File: src/rtl/fspi_pkg.sv
package fspi_pkg;
  typedef enum logic [1:0] {
    XF_FULL    = 2'd0,
    XF_TX_ONLY = 2'd1,
    XF_RX_ONLY = 2'd2,
    XF_FULL_B  = 2'd3
  } xfer_mode_e;

  typedef enum logic [2:0] {
    S_IDLE = 3'd0,
    S_LOAD = 3'd1,
    S_LOW  = 3'd2,
    S_HIGH = 3'd3,
    S_GAP  = 3'd4
  } fspi_state_e;
endpackage

File: src/rtl/fspi_tick.sv
module fspi_tick #(
  parameter int DIVW = 8
) (
  input  logic            clk,
  input  logic            rst_n,
  input  logic            run,
  input  logic [DIVW-1:0] div,
  output logic            tick
);
  logic [DIVW-1:0] cnt;

  assign tick = run && (cnt == div);

  always_ff @(posedge clk or negedge rst_n) begin
    if (!rst_n)            cnt <= '0;
    else if (!run || tick) cnt <= '0;
    else                   cnt <= cnt + 1'b1;
  end


  tick_spacing_chk: assert property (@(posedge clk) disable iff (!rst_n)
    (run && tick && div != '0) |=> !tick);
endmodule

File: src/rtl/fspi_gap.sv
module fspi_gap #(
  parameter int GAPW = 8
) (
  input  logic            clk,
  input  logic            rst_n,
  input  logic            load,
  input  logic [GAPW-1:0] gap,
  output logic            expired
);
  logic [GAPW-1:0] cnt;
  logic            act;

  assign expired = act && (cnt == '0);

  always_ff @(posedge clk or negedge rst_n) begin
    if (!rst_n) begin
      act <= 1'b0;
      cnt <= '0;
    end else if (load) begin
      act <= 1'b1;
      cnt <= gap;
    end else if (act) begin
      if (cnt == '0) act <= 1'b0;
      else           cnt <= cnt - 1'b1;
    end
  end


  gap_hold_chk: assert property (@(posedge clk) disable iff (!rst_n)
    (act && cnt != '0 && !load) |=> act);
endmodule

File: src/rtl/frame_spi_master.sv
module frame_spi_master
  import fspi_pkg::*;
#(
  parameter int DIVW = 8,
  parameter int GAPW = 8,
  parameter int LENW = 8
) (
  input  logic            clk,
  input  logic            rst_n,
  input  logic [DIVW-1:0] div_i,
  input  logic [GAPW-1:0] gap_i,
  input  logic            start_i,
  input  logic [LENW-1:0] len_i,
  input  logic [1:0]      mode_i,
  input  logic [7:0]      tx_data_i,
  input  logic            tx_valid_i,
  output logic            tx_ready_o,
  output logic [7:0]      rx_data_o,
  output logic            rx_valid_o,
  input  logic            rx_ready_i,
  output logic            busy_o,
  output logic            done_o,
  output logic            sck_o,
  output logic            mosi_o,
  input  logic            miso_i,
  output logic            cs_n_o
);
  localparam int CNTW = LENW + 3;

  function automatic logic [CNTW-1:0] bits_of(input logic [LENW-1:0] nbytes);
    return {nbytes, 3'b000};
  endfunction

  fspi_state_e     st;
  xfer_mode_e      mode_q;
  logic [CNTW-1:0] bitcnt;
  logic [7:0]      txsh, rxsh, rx_data_q;
  logic            rx_valid_q, cs_n_q, sck_q, done_q;

  // named events
  logic start_acc, rx_room, need_tx, byte_go, bit_rise, bit_fall;
  logic byte_end, frame_end, tick, gap_exp, run;

  assign start_acc = (st == S_IDLE) && start_i && (len_i != '0);
  assign rx_room   = (mode_q == XF_TX_ONLY) || !rx_valid_q;
  assign need_tx   = (mode_q != XF_RX_ONLY);
  assign byte_go   = (st == S_LOAD) && rx_room && (!need_tx || tx_valid_i);
  assign run       = (st == S_LOW) || (st == S_HIGH);
  assign bit_rise  = (st == S_LOW) && tick;
  assign bit_fall  = (st == S_HIGH) && tick;
  assign byte_end  = bit_fall && (bitcnt[2:0] == 3'd0);
  assign frame_end = bit_fall && (bitcnt == '0);

  fspi_tick #(.DIVW(DIVW)) u_tick (
    .clk(clk), .rst_n(rst_n), .run(run), .div(div_i), .tick(tick)
  );

  fspi_gap #(.GAPW(GAPW)) u_gap (
    .clk(clk), .rst_n(rst_n), .load(frame_end), .gap(gap_i), .expired(gap_exp)
  );

  always_ff @(posedge clk or negedge rst_n) begin
    if (!rst_n) begin
      st         <= S_IDLE;
      mode_q     <= XF_FULL;
      bitcnt     <= '0;
      txsh       <= '0;
      rxsh       <= '0;
      rx_data_q  <= '0;
      rx_valid_q <= 1'b0;
      cs_n_q     <= 1'b1;
      sck_q      <= 1'b0;
      done_q     <= 1'b0;
    end else begin
      done_q <= 1'b0;
      if (rx_valid_q && rx_ready_i) rx_valid_q <= 1'b0;
      case (st)
        S_IDLE: if (start_acc) begin
          st     <= S_LOAD;
          mode_q <= xfer_mode_e'(mode_i);
          bitcnt <= bits_of(len_i);
        end
        S_LOAD: if (byte_go) begin
          txsh   <= need_tx ? tx_data_i : 8'h00;
          cs_n_q <= 1'b0;
          st     <= S_LOW;
        end
        S_LOW: if (tick) begin
          sck_q  <= 1'b1;
          rxsh   <= {rxsh[6:0], miso_i};
          bitcnt <= bitcnt - 1'b1;
          st     <= S_HIGH;
        end
        S_HIGH: if (tick) begin
          sck_q <= 1'b0;
          txsh  <= {txsh[6:0], 1'b0};
          if (byte_end && mode_q != XF_TX_ONLY) begin
            rx_data_q  <= rxsh;
            rx_valid_q <= 1'b1;
          end
          if (frame_end) begin
            cs_n_q <= 1'b1;
            done_q <= 1'b1;
            st     <= S_GAP;
          end else if (byte_end) begin
            st <= S_LOAD;
          end else begin
            st <= S_LOW;
          end
        end
        S_GAP: if (gap_exp) st <= S_IDLE;
        default: st <= S_IDLE;
      endcase
    end
  end

  assign tx_ready_o = (st == S_LOAD) && need_tx && rx_room;
  assign rx_data_o  = rx_data_q;
  assign rx_valid_o = rx_valid_q;
  assign busy_o     = (st != S_IDLE) || start_acc;
  assign done_o     = done_q;
  assign sck_o      = sck_q;
  assign mosi_o     = cs_n_q ? 1'b0 : txsh[7];
  assign cs_n_o     = cs_n_q;


  cs_unbroken_chk: assert property (@(posedge clk) disable iff (!rst_n)
    (!cs_n_q && bitcnt != '0) |=> !cs_n_q);

  sck_idle_chk: assert property (@(posedge clk) disable iff (!rst_n)
    cs_n_q |-> !sck_q);

  release_after_last_chk: assert property (@(posedge clk) disable iff (!rst_n)
    $rose(cs_n_q) |-> $fell(sck_q));

  rx_hold_chk: assert property (@(posedge clk) disable iff (!rst_n)
    (rx_valid_q && !rx_ready_i) |=> (rx_valid_q && $stable(rx_data_q)));

  rx_only_zero_chk: assert property (@(posedge clk) disable iff (!rst_n)
    (!cs_n_q && mode_q == XF_RX_ONLY) |-> !mosi_o);

  tx_only_drop_chk: assert property (@(posedge clk) disable iff (!rst_n)
    (mode_q == XF_TX_ONLY && bit_fall) |=> !$rose(rx_valid_q));

  done_pulse_chk: assert property (@(posedge clk) disable iff (!rst_n)
    done_q |=> !done_q);

  zero_len_chk: assert property (@(posedge clk) disable iff (!rst_n)
    (st == S_IDLE && start_i && len_i == '0) |=> (st == S_IDLE && cs_n_q));

  rise_in_low_chk: assert property (@(posedge clk) disable iff (!rst_n)
    bit_rise |=> sck_q);
endmodule

File: config.mk
export PLATFORM = sky130hd
export DESIGN_NAME = frame_spi_master
export DESIGN_NICKNAME = d
export VERILOG_FILES = /design/src/rtl/fspi_pkg.sv /design/src/rtl/fspi_tick.sv /design/src/rtl/fspi_gap.sv /design/src/rtl/frame_spi_master.sv
export SDC_FILE = /design/constraint.sdc
export NUM_CORES = 1
export LEC_CHECK = 0
export BUFFER_PORTS_ARGS = -buffer_cell sky130_fd_sc_hd__buf_4
export CORE_ASPECT_RATIO = 1.1
export CORE_UTILIZATION = 50
export CTS_CLUSTER_SIZE = 40
export DETAILED_ROUTE_END_ITERATION = 12
export PLACE_DENSITY = 0.72
export SYNTH_ARGS = -nofsm -noshare
export SYNTH_HDL_FRONTEND = slang
export SYNTH_SLANG_ARGS = --single-unit
export TNS_END_PERCENT = 30
File: constraint.sdc
create_clock -name clk -period 2.49 [get_ports clk]
set_input_delay 0.498 -clock clk [delete_from_list [all_inputs] [get_ports clk]]
set_output_delay 0.498 -clock clk [all_outputs]
set_load 0.02 [all_outputs]
* After elaboration in Yosys (flattened, before gate mapping)
Cells that the tools add are included.
Word-level totals: bits in registers 61, word-level logic and storage cells 108, input port bits 40, output and inout port bits 15
Operators by class: equal/unequal tests 15, muxes and demuxes 37, add/sub/neg operators 3, reductions and logical operators 40
Operators with widths (number):
- $mux 8 | 7
- $mux 11 | 2
- $pmux 11 s2 | 1
- $mux 3 | 6
- $mux 1 | 16
- $ne 2x2->1 const B | 8
- $pmux 8 s2 | 1
- $pmux 3 s5 | 1
- $logic_and 1x1->1 | 13
- $reduce_and 3->1 | 4
- $logic_not 11->1 | 1
- $sub 11x1->11 const B | 1
- $add 8x1->8 const B | 1
- $eq 8x8->1 | 1
- $logic_not 8->1 | 1
- $reduce_bool 2->1 | 4
- $reduce_bool 8->1 | 1
- $sub 8x1->8 const B | 1
- $eq 3x2->1 const B | 2
- $logic_not 3->1 | 2
- $reduce_and 2->1 | 3
- $logic_or 1x1->1 | 5
- $reduce_and 5->1 | 1
- $pmux 1 s2 | 2
- other kinds (8) | 10

* Logic depth before layout (Yosys ltp)
depth after elaboration 9, gate-level depth with buffers 7, depth with buffers taken out 7

* Hierarchy
From an unflattened synthesis, not the netlist that was laid out.
Unflattened totals: cells, all modules 305, area total of the unflattened synthesis 3343.2 sq um
By module, submodules not included:
- frame_spi_master | area each 2263.4 sq um, instances 1, seq. area each 1102.3 sq um, cells each 197
- fspi_gap | area each 579.3 sq um, instances 1, seq. area each 225.2 sq um, cells each 62
- fspi_tick | area each 500.5 sq um, instances 1, seq. area each 200.2 sq um, cells each 46

* Worst setup path after synthesis
Ideal clock, no wire load.
path type input -> register, start point input port div_i[7], end point register u_gap.cnt[0], path slack 222 ps, cell stages on the path 6, data arrival time 2143 ps, required time 2365 ps, buffers on the path 1, library setup time 125 ps, cells stage by stage xor2_1 > nor4_4 > nand4_2 > or4_1 > buf_6 > mux2_4
On the way: longest elaborated chain between the ends 6, elaborated cells between the ends (all ways) 8, those cells by class 2 x eq/ne; 1 x mux; 5 x reduce/logical
RTL lines:
- start, declared | line frame_spi_master.sv:10 | input logic [DIVW-1:0] div_i,
- $eq 8x8->1 * | line fspi_tick.sv:12 | assign tick = run && (cnt == div);
- $logic_and 1x1->1 * | line fspi_tick.sv:12
- $logic_and 1x1->1 * | line frame_spi_master.sv:50 | assign bit_fall = (st == S_HIGH) && tick;
- $logic_and 1x1->1 * | line frame_spi_master.sv:52 | assign frame_end = bit_fall && (bitcnt == '0);
- $ne 2x2->1 (no line) or $reduce_bool 2->1 (tied branches)
- $reduce_and 2->1 (no line)
- end signal, assigned | line fspi_gap.sv:21 | cnt <= gap;
- end signal, assigned | line fspi_gap.sv:24 | else cnt <= cnt - 1'b1;
- end, declared | line fspi_gap.sv:10 | logic [GAPW-1:0] cnt;
Mark *: on every way between the ends. The rest lies on a longest branch, timed or not. A chain may end at the register's enable or synchronous reset.

* Final worst setup path
start point register u_tick.cnt[5], end point register txsh[2]
On the way: longest elaborated chain between the ends 4
RTL lines:
- start, declared | line fspi_tick.sv:10 | logic [DIVW-1:0] cnt;
- start signal, assigned | line fspi_tick.sv:17 | else cnt <= cnt + 1'b1;
- $eq 8x8->1 | line fspi_tick.sv:12
- $logic_and 1x1->1 | line fspi_tick.sv:12
- $ne 2x2->1 (no line)
- $reduce_and 3->1 (no line)
- end signal, assigned | line frame_spi_master.sv:84 | txsh <= need_tx ? tx_data_i : 8'h00;
- end signal, assigned | line frame_spi_master.sv:96 | txsh <= {txsh[6:0], 1'b0};
- end, declared | line frame_spi_master.sv:37 | logic [7:0] txsh, rxsh, rx_data_q;
No other way between the ends.

==> metrics.yaml <==
antenna_found_initial: 0
postCtsSetupRepairBufs: 0
grt_first_pass_wirelength_um: 11200
max_freq_mhz: 452
io_pins: 55
n_fill_cell: 526
worst_pin_slew_ns: 0.765
core-area_um2: 6160
start_kind: "flop"
maxCapViolCount: 0
yosysUniqueCellTypes: 50
wl_met2_um: 3200
clk_latency_ns: 0.34
tns_ns: 0
status: "complete, no violations"
rsz0062_at_grt: "no"
finalInstanceArea_um2: 3960
drc: 0
die_w_um: 78.2
total_power_uw: 3630
finalCriticalPeriod_ns: 2.21
dr.first_iter.drc_count: 133
syn_area_um2: 3190
crit_fanout: 8
setup.worst_path.end_class: "flop"
syn_inst: 300
gp_congestion: 0.790
slew_headroom_pct: 49.0
synth_most_common_cell: "dfrtp_1"
p_leak_uw: 0.00199
cts.root.buffer_cell: "clkbuf_8"
dp.final_hpwl_um: 4810
dieArea_um2: 6700
syn_nets: 345
netlist.area_leader.share_pct: 47.1
yosys.area.top_type: "dfrtp_1"
port_buffers: 54
drt-total-wl_um: 6750
async_flop_share_pct: 100
start_util_pct: 51.8
cts_tree: "done"
irDropWorstVdd_mv: 0.661
synth_edf_count: 0
ys_ff_latch: 61
min_path_type: "in -> async"
grt_max_degree: 62
netlist_top_cells_area: "dfrtp_1, mux2_2, xor2_1, mux2_4, nor2_1"
yosys-top-cells-count: "dfrtp_1, nor2_1, mux2_2, nand2_1"
r2r_slack_ns: 0.28
rows: 30
vias: 2518
hold_viol_final: 0
fin_crit_sh_pct: 88.9
p_per_area_nw_per_um2: 916
critical_path_required_ns: 2.72
post_drt_wl_per_cell_um: 14.8
grt.total_usage_pct: 21.8
syn_avg_cell_area_um2: 10.6
grt-ovfl-total: 0
fin_worst_skew_ns: 0.0131
wl_met1_um: 3030
final_antenna_net_count: 0
finalMaxSlewViolations: 0
yosysSeqAreaShare_pct: 47.9
diodes: 0
place_ws_ns: 0.0683
yosys_most_used_dff: "dfrtp_1"
clock-sinks: 61
cts_resized: 0
fin_nets: 416
arrival_ns: 2.45
drive_gt1_share_pct: 33.5
wl_met3_um: 416
die_h_um: 85.8
worst-setup-path-type: "reg -> reg"
clk_pin_slew_ns: 0.08
dpl_cell_area_um2: 3760
clockBufferDepth: 2
fin_ws_ns: 0.277
yosys_warnings: 0
drt_pre_antenna_iters: 4
postCtsHoldBufs: 0
setup_violations: 0
grt_pass1_vias: 2482
area_delta_synth_final_pct: 24.2
via_per_inst: 5.52
top_layer: "met4"
fin_util_pct: 64.3
numCtsBuffers: 9
htree_levels: 3
-- report_power, final --
part / internal [uW] / switching (uW)
registers: 1220 / 229
clock network: 467 / 428
logic: 570 / 718
total: 2250 / 1380
-- layout by cell type (no fill, tap or decap), drive strengths merged, types with 2 or more instances in the layout --
| cell type | count |
|---|---|
| nand3 | 9 |
| or3 | 3 |
| nor2 | 32 |
| buf | 68 |
| nor3 | 8 |
| o22ai | 5 |
| o21ai | 8 |
| ha | 5 |
| o22a | 3 |
| a21oi | 16 |
| or2 | 2 |
| and3 | 4 |
| nor2b | 4 |
| a31oi | 5 |
| dfrtp | 60 |
| nand2 | 19 |
| or4 | 3 |
| clkbuf | 9 |
| a22o | 7 |
| nor4 | 8 |
| inv | 16 |
| xor2 | 16 |
| a2bb2oi | 2 |
| a22oi | 2 |
| xnor2 | 5 |
| nand2b | 2 |
| mux2 | 31 |
| clkinv | 3 |
| nand4 | 2 |
-- registers in the layout, indices dropped and copies added, names as in the netlist --
register    cells
mode_q          2
rx_valid_o      1
bitcnt         11
sck_o           1
txsh            8
u_gap.cnt       8
rx_data_o       8
done_o          1
rxsh            8
u_gap.act       1
cs_n_o          1
st              3
u_tick.cnt      8
-- critical path, cell delays in order, from the launching register on --
cell and delay, ns:
dfrtp_1 0.44, xor2_1 0.18, nor4_4 0.37, buf_4 0.19, a21oi_1 0.06, a2111o_1 0.54
mux2_2 0.32
-- cells by family (layout without fill, tap and decap cells) --
group                      after synthesis  in the layout  share of synthesized area, %
AOI/OAI and AO/OA                       57             57                          12.0
xor gates and xnor gates                21             21                          5.76
adders and majority gates                6              6                          2.27
buffers and inverters                   22             98                          2.82
DFF                                     61             61                          47.9
muxes                                   32             32                          12.2
and+or+nand+nor                        101            101                          17.1
-- layout make-up --
cell class	instances	area (um2)	share of cell area (%)
tap	80	100	2.53
sequential	61	1530	38.6
clock inverter	7	73.8	1.86
inverter	14	52.6	1.33
clock buffer	9	124	3.13
timing repair buffer	68	510	12.9
multi-input combinational	217	1570	39.7
-- path summary, 6_finish.rpt --
path                                               from                  endpoint  cells past startpoint
worst max-delay path            u_tick.cnt[5]$_DFF_PN0_       txsh[2]$_DFFE_PN0P_                      6
worst min register to register      rxsh[7]$_DFFE_PN0P_  rx_data_o[7]$_DFFE_PN0P_                      1
worst max register to register  u_tick.cnt[5]$_DFF_PN0_       txsh[2]$_DFFE_PN0P_                      6
max in group asynchronous                         rst_n     bitcnt[7]$_DFFE_PN0P_                      1
min in group clk                              mode_i[1]     mode_q[1]$_DFFE_PN0P_                      3
worst min-delay path                              rst_n     bitcnt[6]$_DFFE_PN0P_                      1
-- metrics by stage --
| stage | hold slack [ns] | std cells |
|---|---|---|
| CTS | 0.251 | 456 |
| floorplan | 0.202 | 300 |
| detailed placement | 0.493 | 440 |
| global placement | 0.486 | 440 |
| finish | 0.200 | 456 |
| global route | 0.268 | 456 |
-- per-layer routing --
layer | up-vias | GRT usage [%]
met2 | 78 | 34.5
li1 | 1224 | -
met1 | 1204 | 27.4
met5 | - | 0
met3 | 12 | 6.49
met4 | 0 | 10.1
Power figures use the tool's default switching activity.
